--- config.mk ---
export PLATFORM = sky130hd
export DESIGN_NAME = yield_decide
export DESIGN_NICKNAME = d
export VERILOG_FILES = /design/src/rtl/yield_pkg.sv /design/src/rtl/yield_ctx_match.sv /design/src/rtl/yield_classify.sv /design/src/rtl/yield_decide.sv
export SDC_FILE = /design/constraint.sdc
export NUM_CORES = 1
export LEC_CHECK = 0
export BUFFER_PORTS_ARGS = -buffer_cell sky130_fd_sc_hd__buf_2
export CAP_MARGIN = 20
export CORE_MARGIN = 2
export CORE_UTILIZATION = 41
export DETAILED_ROUTE_END_ITERATION = 16
export PLACE_DENSITY_LB_ADDON = 0.08
export SLEW_MARGIN = 30
export SYNTH_ARGS = -nofsm -noshare
export SYNTH_HDL_FRONTEND = slang
export SYNTH_SLANG_ARGS = --single-unit
--- constraint.sdc ---
create_clock -name clk -period 1.56 [get_ports clk]
set_input_delay 0.234 -clock clk [delete_from_list [all_inputs] [get_ports clk]]
set_output_delay 0.234 -clock clk [all_outputs]
set_load 0.05 [all_outputs]
--- src/rtl/yield_pkg.sv ---
package yield_pkg;
  localparam int CAUSE_W = 3;
  localparam logic [CAUSE_W-1:0] CAUSE_NONE      = 3'd0;
  localparam logic [CAUSE_W-1:0] CAUSE_MASK_VIOL = 3'd2;
  localparam logic [CAUSE_W-1:0] CAUSE_YIELD_INT = 3'd4;

  typedef enum logic [2:0] {
    SRC_ZERO,
    SRC_POS,
    SRC_SKIP,
    SRC_NEG
  } src_class_e;
endpackage

--- src/rtl/yield_ctx_match.sv ---
module yield_ctx_match #(
  parameter int NCTX   = 8,
  parameter int ELEM_W = 2,
  localparam int CTX_W = (NCTX > 1) ? $clog2(NCTX) : 1
) (
  input  logic [ELEM_W-1:0]      caller_elem,
  input  logic [CTX_W-1:0]       caller_slot,
  input  logic [CTX_W-1:0]       cfg_last_ctx,
  input  logic [NCTX*ELEM_W-1:0] ctx_elem_flat,
  input  logic [NCTX*CTX_W-1:0]  ctx_slot_flat,
  input  logic [NCTX-1:0]        ctx_alloc,
  input  logic [NCTX-1:0]        ctx_halt,
  input  logic [NCTX-1:0]        ctx_active,
  output logic                   any_hit
);
  logic [NCTX-1:0] hit;

  for (genvar i = 0; i < NCTX; i++) begin : g_ctx
    logic in_range, bound;
    assign in_range = (CTX_W'(i) <= cfg_last_ctx);
    assign bound    = (ctx_elem_flat[i*ELEM_W +: ELEM_W] == caller_elem) &&
                      (ctx_slot_flat[i*CTX_W +: CTX_W] == caller_slot);
    assign hit[i]   = in_range && bound && ctx_alloc[i] && !ctx_halt[i] && ctx_active[i];
  end

  assign any_hit = |hit;
endmodule

--- src/rtl/yield_classify.sv ---
module yield_classify
  import yield_pkg::*;
#(
  parameter int DATA_W = 32
) (
  input  logic [DATA_W-1:0] src_val,
  input  logic [DATA_W-1:0] yield_mask,
  output src_class_e        cls,
  output logic              outside_mask
);
  localparam logic [DATA_W-1:0] MINUS_TWO = ~DATA_W'(1);

  always_comb begin
    if (src_val == '0)                cls = SRC_ZERO;
    else if (!src_val[DATA_W-1])      cls = SRC_POS;
    else if (src_val == MINUS_TWO)    cls = SRC_SKIP;
    else                              cls = SRC_NEG;
  end

  assign outside_mask = |(src_val & ~yield_mask);
endmodule

--- src/rtl/yield_decide.sv ---
module yield_decide
  import yield_pkg::*;
#(
  parameter int DATA_W = 32,
  parameter int NCTX   = 8,
  parameter int ELEM_W = 2,
  localparam int CTX_W = (NCTX > 1) ? $clog2(NCTX) : 1
) (
  input  logic                   clk,
  input  logic                   rst,
  input  logic                   req_valid,
  input  logic [DATA_W-1:0]      src_val,
  input  logic [DATA_W-1:0]      yield_mask,
  input  logic [ELEM_W-1:0]      caller_elem,
  input  logic [CTX_W-1:0]       caller_slot,
  input  logic                   caller_dirty,
  input  logic                   sched_int_en,
  input  logic [CTX_W-1:0]       cfg_last_ctx,
  input  logic [NCTX*ELEM_W-1:0] ctx_elem_flat,
  input  logic [NCTX*CTX_W-1:0]  ctx_slot_flat,
  input  logic [NCTX-1:0]        ctx_alloc,
  input  logic [NCTX-1:0]        ctx_halt,
  input  logic [NCTX-1:0]        ctx_active,
  output logic                   done,
  output logic [DATA_W-1:0]      result,
  output logic                   deact_wr,
  output logic                   fault,
  output logic [CAUSE_W-1:0]     exc_cause
);
  logic       any_hit;
  logic       outside_mask;
  src_class_e cls;

  yield_ctx_match #(.NCTX(NCTX), .ELEM_W(ELEM_W)) u_match (
    .caller_elem  (caller_elem),
    .caller_slot  (caller_slot),
    .cfg_last_ctx (cfg_last_ctx),
    .ctx_elem_flat(ctx_elem_flat),
    .ctx_slot_flat(ctx_slot_flat),
    .ctx_alloc    (ctx_alloc),
    .ctx_halt     (ctx_halt),
    .ctx_active   (ctx_active),
    .any_hit      (any_hit)
  );

  yield_classify #(.DATA_W(DATA_W)) u_cls (
    .src_val     (src_val),
    .yield_mask  (yield_mask),
    .cls         (cls),
    .outside_mask(outside_mask)
  );

  logic               deact_n, fault_n;
  logic [CAUSE_W-1:0] cause_n;

  always_comb begin
    deact_n = 1'b0;
    fault_n = 1'b0;
    cause_n = CAUSE_NONE;
    if (req_valid) begin
      unique case (cls)
        SRC_ZERO: deact_n = any_hit;
        SRC_POS: if (outside_mask) begin
          fault_n = 1'b1;
          cause_n = CAUSE_MASK_VIOL;
        end
        SRC_NEG: if (sched_int_en && caller_dirty) begin
          fault_n = 1'b1;
          cause_n = CAUSE_YIELD_INT;
        end
        default: ;
      endcase
    end
  end

  always_ff @(posedge clk) begin
    if (rst) begin
      done      <= 1'b0;
      result    <= '0;
      deact_wr  <= 1'b0;
      fault     <= 1'b0;
      exc_cause <= CAUSE_NONE;
    end else begin
      done      <= req_valid;
      deact_wr  <= deact_n;
      fault     <= fault_n;
      exc_cause <= cause_n;
      if (req_valid) result <= src_val & yield_mask;
    end
  end

  assert_done_follows_req_R2: assert property (@(posedge clk) disable iff (rst)
    req_valid |=> done && result == $past(src_val & yield_mask));
  assert_idle_quiet_R2: assert property (@(posedge clk) disable iff (rst)
    !req_valid |=> !done && !fault && !deact_wr);
  assert_skip_silent_R9: assert property (@(posedge clk) disable iff (rst)
    (req_valid && src_val == ~DATA_W'(1)) |=> !fault && !deact_wr);
  assert_cause_legal_R10: assert property (@(posedge clk) disable iff (rst)
    fault |-> (exc_cause == CAUSE_MASK_VIOL || exc_cause == CAUSE_YIELD_INT));
  assert_cause_clear_R10: assert property (@(posedge clk) disable iff (rst)
    !fault |-> exc_cause == CAUSE_NONE);
  assert_exclusive_R10: assert property (@(posedge clk) disable iff (rst)
    !(fault && deact_wr));
  assert_neg_gate_R8: assert property (@(posedge clk) disable iff (rst)
    (req_valid && src_val[DATA_W-1] && !(sched_int_en && caller_dirty)) |=> !fault);
endmodule

==> out/results.ini, run 1 <==
[clock_tree]
h-tree-depth=2
cts-root-buf=clkbuf_8
cts_setup_buffers=0
clock_path_buffers=2
clock_latency_ns=0.28
cts_sinks=37
cts_buffers=5
cts_tree=yes
hold_buffers=0
clkTransAtPathRegs_ns=0.08
cts_resized=0

[sta]
finalCritPeriodShare=0.812
hold_slack_ns=0.219
min_period_ns=1.27
drv_slew=0
setup_viol=0
fmax_ghz=0.789
rsz0062_at_grt=false
hold_viol_final=0
finClkSkew_ns=0

[global_route]
antenna_found_initial=0
grt.total_usage=0.260
grt_pass1_vias=2807
grt_pass1_wl_um=13000
grt_start_max_net_pins=45
overflow=0

[floorplanning]
rows=27
fp.dieH_um=80.5
coreArea_um2=5570
die_w_um=80.5
die-area_um2=6470
boundaryPins=179
initial_core_util=0.430

[synth]
synth_top_area_share=0.309
syn-cell-area_um2=2400
syn_inst=296
synth.ff_latch_count=37
syn_avg_cell_area_um2=8.10
synthFlopType=dfxtp_1
synth_top_cell_by_area=dfxtp_1
syn_nets=437
synth_area_leaders=dfxtp_1, nand2b_1, xnor2_1
synth_cell_types=30
synth_seq_area_share=0.309
synth_warnings=0
synth_edf_count=0
ys_async_sr_fraction=0

[run]
cap_violations=0

[detailed_routing]
drt-initial-drc-count=94
num_vias=2851
viasPerCell=5.28
drt-total-wl_um=8580
postRouteAntennaNets=0
drc_errors=0
wl_per_cell_um=15.9
first_pass_iters=4

[min_path]
hold_class=input pin to flop

[power]
leakage_nw=1.58
p_per_area_nw_per_um2=700
peakVddDrop_v=0.000513

[worst_setup_path]
cp.required_ns=1.75
crit_family=simple AND/OR/NAND/NOR gates
arrival_ns=1.45
worstPathMaxFanout=4
path_cells=buf_2 -> nor4_1 -> nand4_1 -> o211ai_2 -> a31oi_1 -> or2_1
slowest_delay_ns=0.37
critical-path-slowest-cell=nor4_1
crit_buf_inv=1
cp-end-kind=flop
critPathKind=input pin to flop
worstSetupStartpointType=input pin

[finish]
synthToLayoutAreaGrowth_pct=41.4
postLayoutCellArea_um2=3390
drive_gt1_frac=0.421
final_core_util=0.608
final_cell_mix=buf_2, nand2b_1, dfxtp_1
diodes=0
fin_nets=608
final_common_cell=buf_2

[place]
post_dp_cell_area_um2=3300
hpwl_um=7110
portBuffers=177
gp_congestion=0.865

[run_status]
outcome=finished clean

## final cells by class
cell class / instances / area [um2]
clock buffers: 5 / 68.8
clock inverters: 3 / 17.5
inverters: 22 / 82.6
multi-input cells: 220 / 1480
flip-flops and latches: 37 / 741
fillers: 571 / 2180
repair buffers: 181 / 916
well taps: 72 / 90.1
## logic make-up (layout without fill, tap and decap cells)
kind of cell	after synthesis	in the layout	synth area share
AOI/OAI and AO/OA	53	53	0.134
buffers and inverters	39	211	0.0757
xor gates and xnor gates	40	40	0.146
DFF	37	37	0.309
other	1	1	0.00156
and+or+nand+nor	126	126	0.334
## per-layer routing
metal  global-route usage  share of wire  wire (um)
met1                0.285           0.38       3290
met2                0.478           0.50       4280
met3               0.0629          0.089        767
met4                0.103          0.029        245
met5                    0              0          0
## registers in the layout, indices dropped and copies added, names as in the netlist
register / cells
exc_cause: 2
fault: 1
result: 32
done: 1
deact_wr: 1
## worst register-to-register path: stages, from the launching register on
cell and delay, ns:
dfxtp_1 0.36, nand2b_1 0.06, a21oi_1 0.13
## worst paths after layout
kind	from	to	slack, ns	depth (start not counted)
max reg2reg	result[13]$_SDFFE_PP0P_	result[13]$_SDFFE_PP0P_	0.93	2
min reg2reg	result[14]$_SDFFE_PP0P_	result[14]$_SDFFE_PP0P_	0.46	2
max	src_val[4]	fault$_SDFF_PP0_	0.29	6
min	yield_mask[26]	result[26]$_SDFFE_PP0P_	0.22	3
## cell usage after synthesis, types with 3 or more instances
master,instances
xor2_1,16
nor4_2,5
clkbuf_1,10
o22ai_1,8
o2111ai_1,6
buf_6,3
nand4_1,14
xnor2_1,24
inv_1,22
nand3_1,35
a21oi_1,35
nand2b_1,44
nand4b_1,3
nor4_1,13
buf_4,3
dfxtp_1,37
## where the power goes
part | total [W] | switching (W) | internal, W
registers | 0.000996 | 0.0000166 | 0.000979
clock network | 0.000667 | 0.000359 | 0.000309
logic | 0.000710 | 0.000419 | 0.000292
## stage by stage
stage	power, W	instances	setup slack (ns)	TNS, ns
floorplan	0.00141	296	0.359	0
CTS	0.00239	540	0.300	0
finish	0.00237	540	0.293	0
global placement	0.00172	532	0.0808	0
global route	0.00249	540	0.222	0
detailed placement	0.00173	532	-0.0136	-0.0136
Power figures use the tool's default switching activity.
==> run 2: changes to the inputs <==
CORE_UTILIZATION = 37   (was 41)
clock period = 1.1 ns   (was 1.56 ns; I/O delays follow)
==> run 2 against run 1 <==
Compared with the run above:
- worst setup slack worse by 0.25 ns
- clock-buffer cell count stayed put
- die area grew 10%
- non-clock buffer count up 34
- design area increased by 12%
- critical path depth is 5 lower
- critical path type is now flop to output pin
- sequential power increased by 42%
- largest cell class unchanged
- sequential share of layout area is 2.4 points lower
==> out/results.ini, run 2 (synthesis results as in run 1) <==
[finish]
diodes=0  ; unchanged
synthToLayoutAreaGrowth_pct=58.9  ; was 41.4%
final_common_cell=buf_2  ; unchanged
stdcell_count=579  ; was 540
multiInputGateArea_um2=1580  ; was 1480 um2
seqCellArea_um2=741  ; unchanged
final_cell_mix=buf_2, nand2b_1, buf_4  ; was buf_2, nand2b_1, dfxtp_1
fin_nets=642  ; was 608
largest_reg_flops=32  ; unchanged
regMostFlops=result  ; unchanged
fillers=616  ; was 571
drive_gt1_frac=0.476  ; was 0.421
postLayoutCellArea_um2=3810  ; was 3390 um2
top_regs=result x32, exc_cause x2  ; unchanged

[place]
post_dp_cell_area_um2=3600  ; was 3300 um2
portBuffers=177  ; unchanged
gp_congestion=0.887  ; was 0.865
hpwl_um=7300  ; was 7110 um
dp_cells=571  ; was 532

[power]
pwr-share-clk=0.269  ; was 0.281
peakVddDrop_v=0.000597  ; was 0.000513 V
p_switching_w=0.00117  ; was 0.000794 W
leakage_nw=1.77  ; was 1.58 nW
pwr-share-comb=0.328  ; was 0.299
sequentialPowerShare=0.403  ; was 0.420
netSwitchingFraction=0.333  ; was 0.334
intPower_w=0.00234  ; was 0.00158 W
p_per_area_nw_per_um2=920  ; was 700 nW/um2

[worst_setup_path]
arrival_ns=0.90  ; was 1.45 ns
cp-end-kind=output pin  ; was flop
critPathLaunch=result[24]$_SDFFE_PP0P_  ; was src_val[4]
r2r-end=result[7]$_SDFFE_PP0P_  ; was result[13]$_SDFFE_PP0P_
critical-path-slowest-cell=dfxtp_1  ; was nor4_1
worstPathMaxFanout=2  ; was 4
r2r_setup_slack_ns=0.51  ; was 0.93 ns
cp-endpoint=result[24]  ; was fault$_SDFF_PP0_
rr_startpoint=result[7]$_SDFFE_PP0P_  ; was result[13]$_SDFFE_PP0P_
cp.required_ns=0.94  ; was 1.75 ns
crit_family=flip-flops  ; was simple AND/OR/NAND/NOR gates
rr_worst_depth=2  ; unchanged
path_cells=buf_2  ; was buf_2 -> nor4_1 -> nand4_1 -> o211ai_2 -> a31oi_1 -> or2_1
worstSetupStartpointType=flop  ; was input pin
critPathKind=flop to output pin  ; was input pin to flop
slowest_delay_ns=0.34  ; was 0.37 ns
crit_buf_inv=1  ; unchanged
cp.depth=1  ; was 6

[clock_tree]
cts_tree=yes  ; unchanged
hold_buffers=0  ; unchanged
cts-root-buf=clkbuf_8  ; unchanged
cts_setup_buffers=0  ; unchanged
h-tree-depth=2  ; unchanged
cts_sinks=37  ; unchanged
clock_latency_ns=0.28  ; about the same
cts_buffers=5  ; unchanged
clock_path_buffers=2  ; unchanged
clkTransAtPathRegs_ns=0.08  ; about the same

[sta]
drv_slew=0  ; unchanged
finClkSkew_ns=0  ; unchanged
rsz0062_at_grt=true  ; was false
setup_viol=0  ; unchanged
min_period_ns=1.06
hold_viol_final=0  ; unchanged
finalCritPeriodShare=0.965
fmax_ghz=0.942

[floorplanning]
fp.dieH_um=84.5  ; was 80.5 um
die_w_um=84.5  ; was 80.5 um
rows=29  ; was 27
initial_core_util=0.380  ; was 0.430
coreArea_um2=6310  ; was 5570 um2
boundaryPins=179  ; unchanged
die-area_um2=7140  ; was 6470 um2

[detailed_routing]
postRouteAntennaNets=0  ; unchanged
first_pass_iters=4  ; unchanged
num_vias=2951  ; was 2,851
drt-initial-drc-count=96  ; was 94
drt-total-wl_um=8990  ; was 8580 um
viasPerCell=5.10  ; was 5.28
wl_per_cell_um=15.5  ; was 15.9 um
drc_errors=0  ; unchanged

[run_status]
outcome=finished clean  ; unchanged

[global_route]
grt.total_usage=0.244  ; was 0.260
top_usage_layer=met2  ; unchanged
use_met3=0.0531  ; was 0.0629
grt_pass1_vias=2901  ; was 2,807
grt_pass1_wl_um=14000  ; was 13,000 um
grt_start_max_net_pins=55  ; was 45
antenna_found_initial=0  ; unchanged
grt_util_met1=0.277  ; was 0.285
overflow=0  ; unchanged
gr-usage-met2=0.455  ; was 0.478

[min_path]
hold_class=input pin to flop  ; unchanged
worstHoldPathCells=3  ; unchanged

[run]
cap_violations=0  ; unchanged

-- run 2: cell type report --
cell class,instances,area share
Clock inverter,3,0.00460
Clock buffer,5,0.0181
Sequential cell,37,0.194
Timing Repair Buffer,215,0.321
Inverter,22,0.0217
Tap cell,77,0.0253
Multi-Input combinational cell,220,0.415
-- run 2: worst min path at each step --
stage | startpoint | end | slack [ns]
after global placement | yield_mask[13] | result[13]$_SDFFE_PP0P_ | 0.45
after global routing | yield_mask[26] | result[26]$_SDFFE_PP0P_ | 0.15
after CTS | yield_mask[26] | result[26]$_SDFFE_PP0P_ | 0.14
final | yield_mask[26] | result[26]$_SDFFE_PP0P_ | 0.15
after floorplan | src_val[31] | exc_cause[2]$_SDFF_PP0_ | 0.30
after detailed placement | result[28]$_SDFFE_PP0P_ | result[28]$_SDFFE_PP0P_ | 0.45
-- run 2: power by group through the flow --
stage	registers (W)	logic [W]	clock network [W]
global placement	0.00144	0.00109	0
CTS	0.00141	0.00112	0.000969
global route	0.00142	0.00125	0.00104
detailed placement	0.00144	0.00111	0
floorplan	0.00162	0.000388	0
finish	0.00141	0.00115	0.000942
-- run 2: metal layers --
metal,vias up,wire [um]
li1,1461,-
met2,116,4650
met1,1360,3520
met5,-,0
met3,14,655
met4,0,169
-- run 2: through the flow --
step	hold slack, ns	setup WS (ns)	setup TNS (ns)	total power, W	utilization
floorplan	0.304	-0.00451	-0.00451	0.00201	-
global placement	0.451	-0.325	-0.794	0.00254	0.571
detailed placement	0.454	-0.357	-0.874	0.00255	0.571
CTS	0.145	0.00777	0	0.00350	0.586
global route	0.155	-0.0526	-0.0713	0.00370	0.603
finish	0.145	0.0389	0	0.00351	0.603
-- run 2: worst min-delay path, stage by stage --
cell	delay [ns]
buf_2	0.11
nand3_1	0.07
a21oi_1	0.06
-- run 2: timing repair --
item,in CTS,in global routing
pin swaps,1,7
gates cloned,0,0
endpoints found under the setup margin,1,8
gates resized for setup,2,24
hold endpoints to repair,0,0
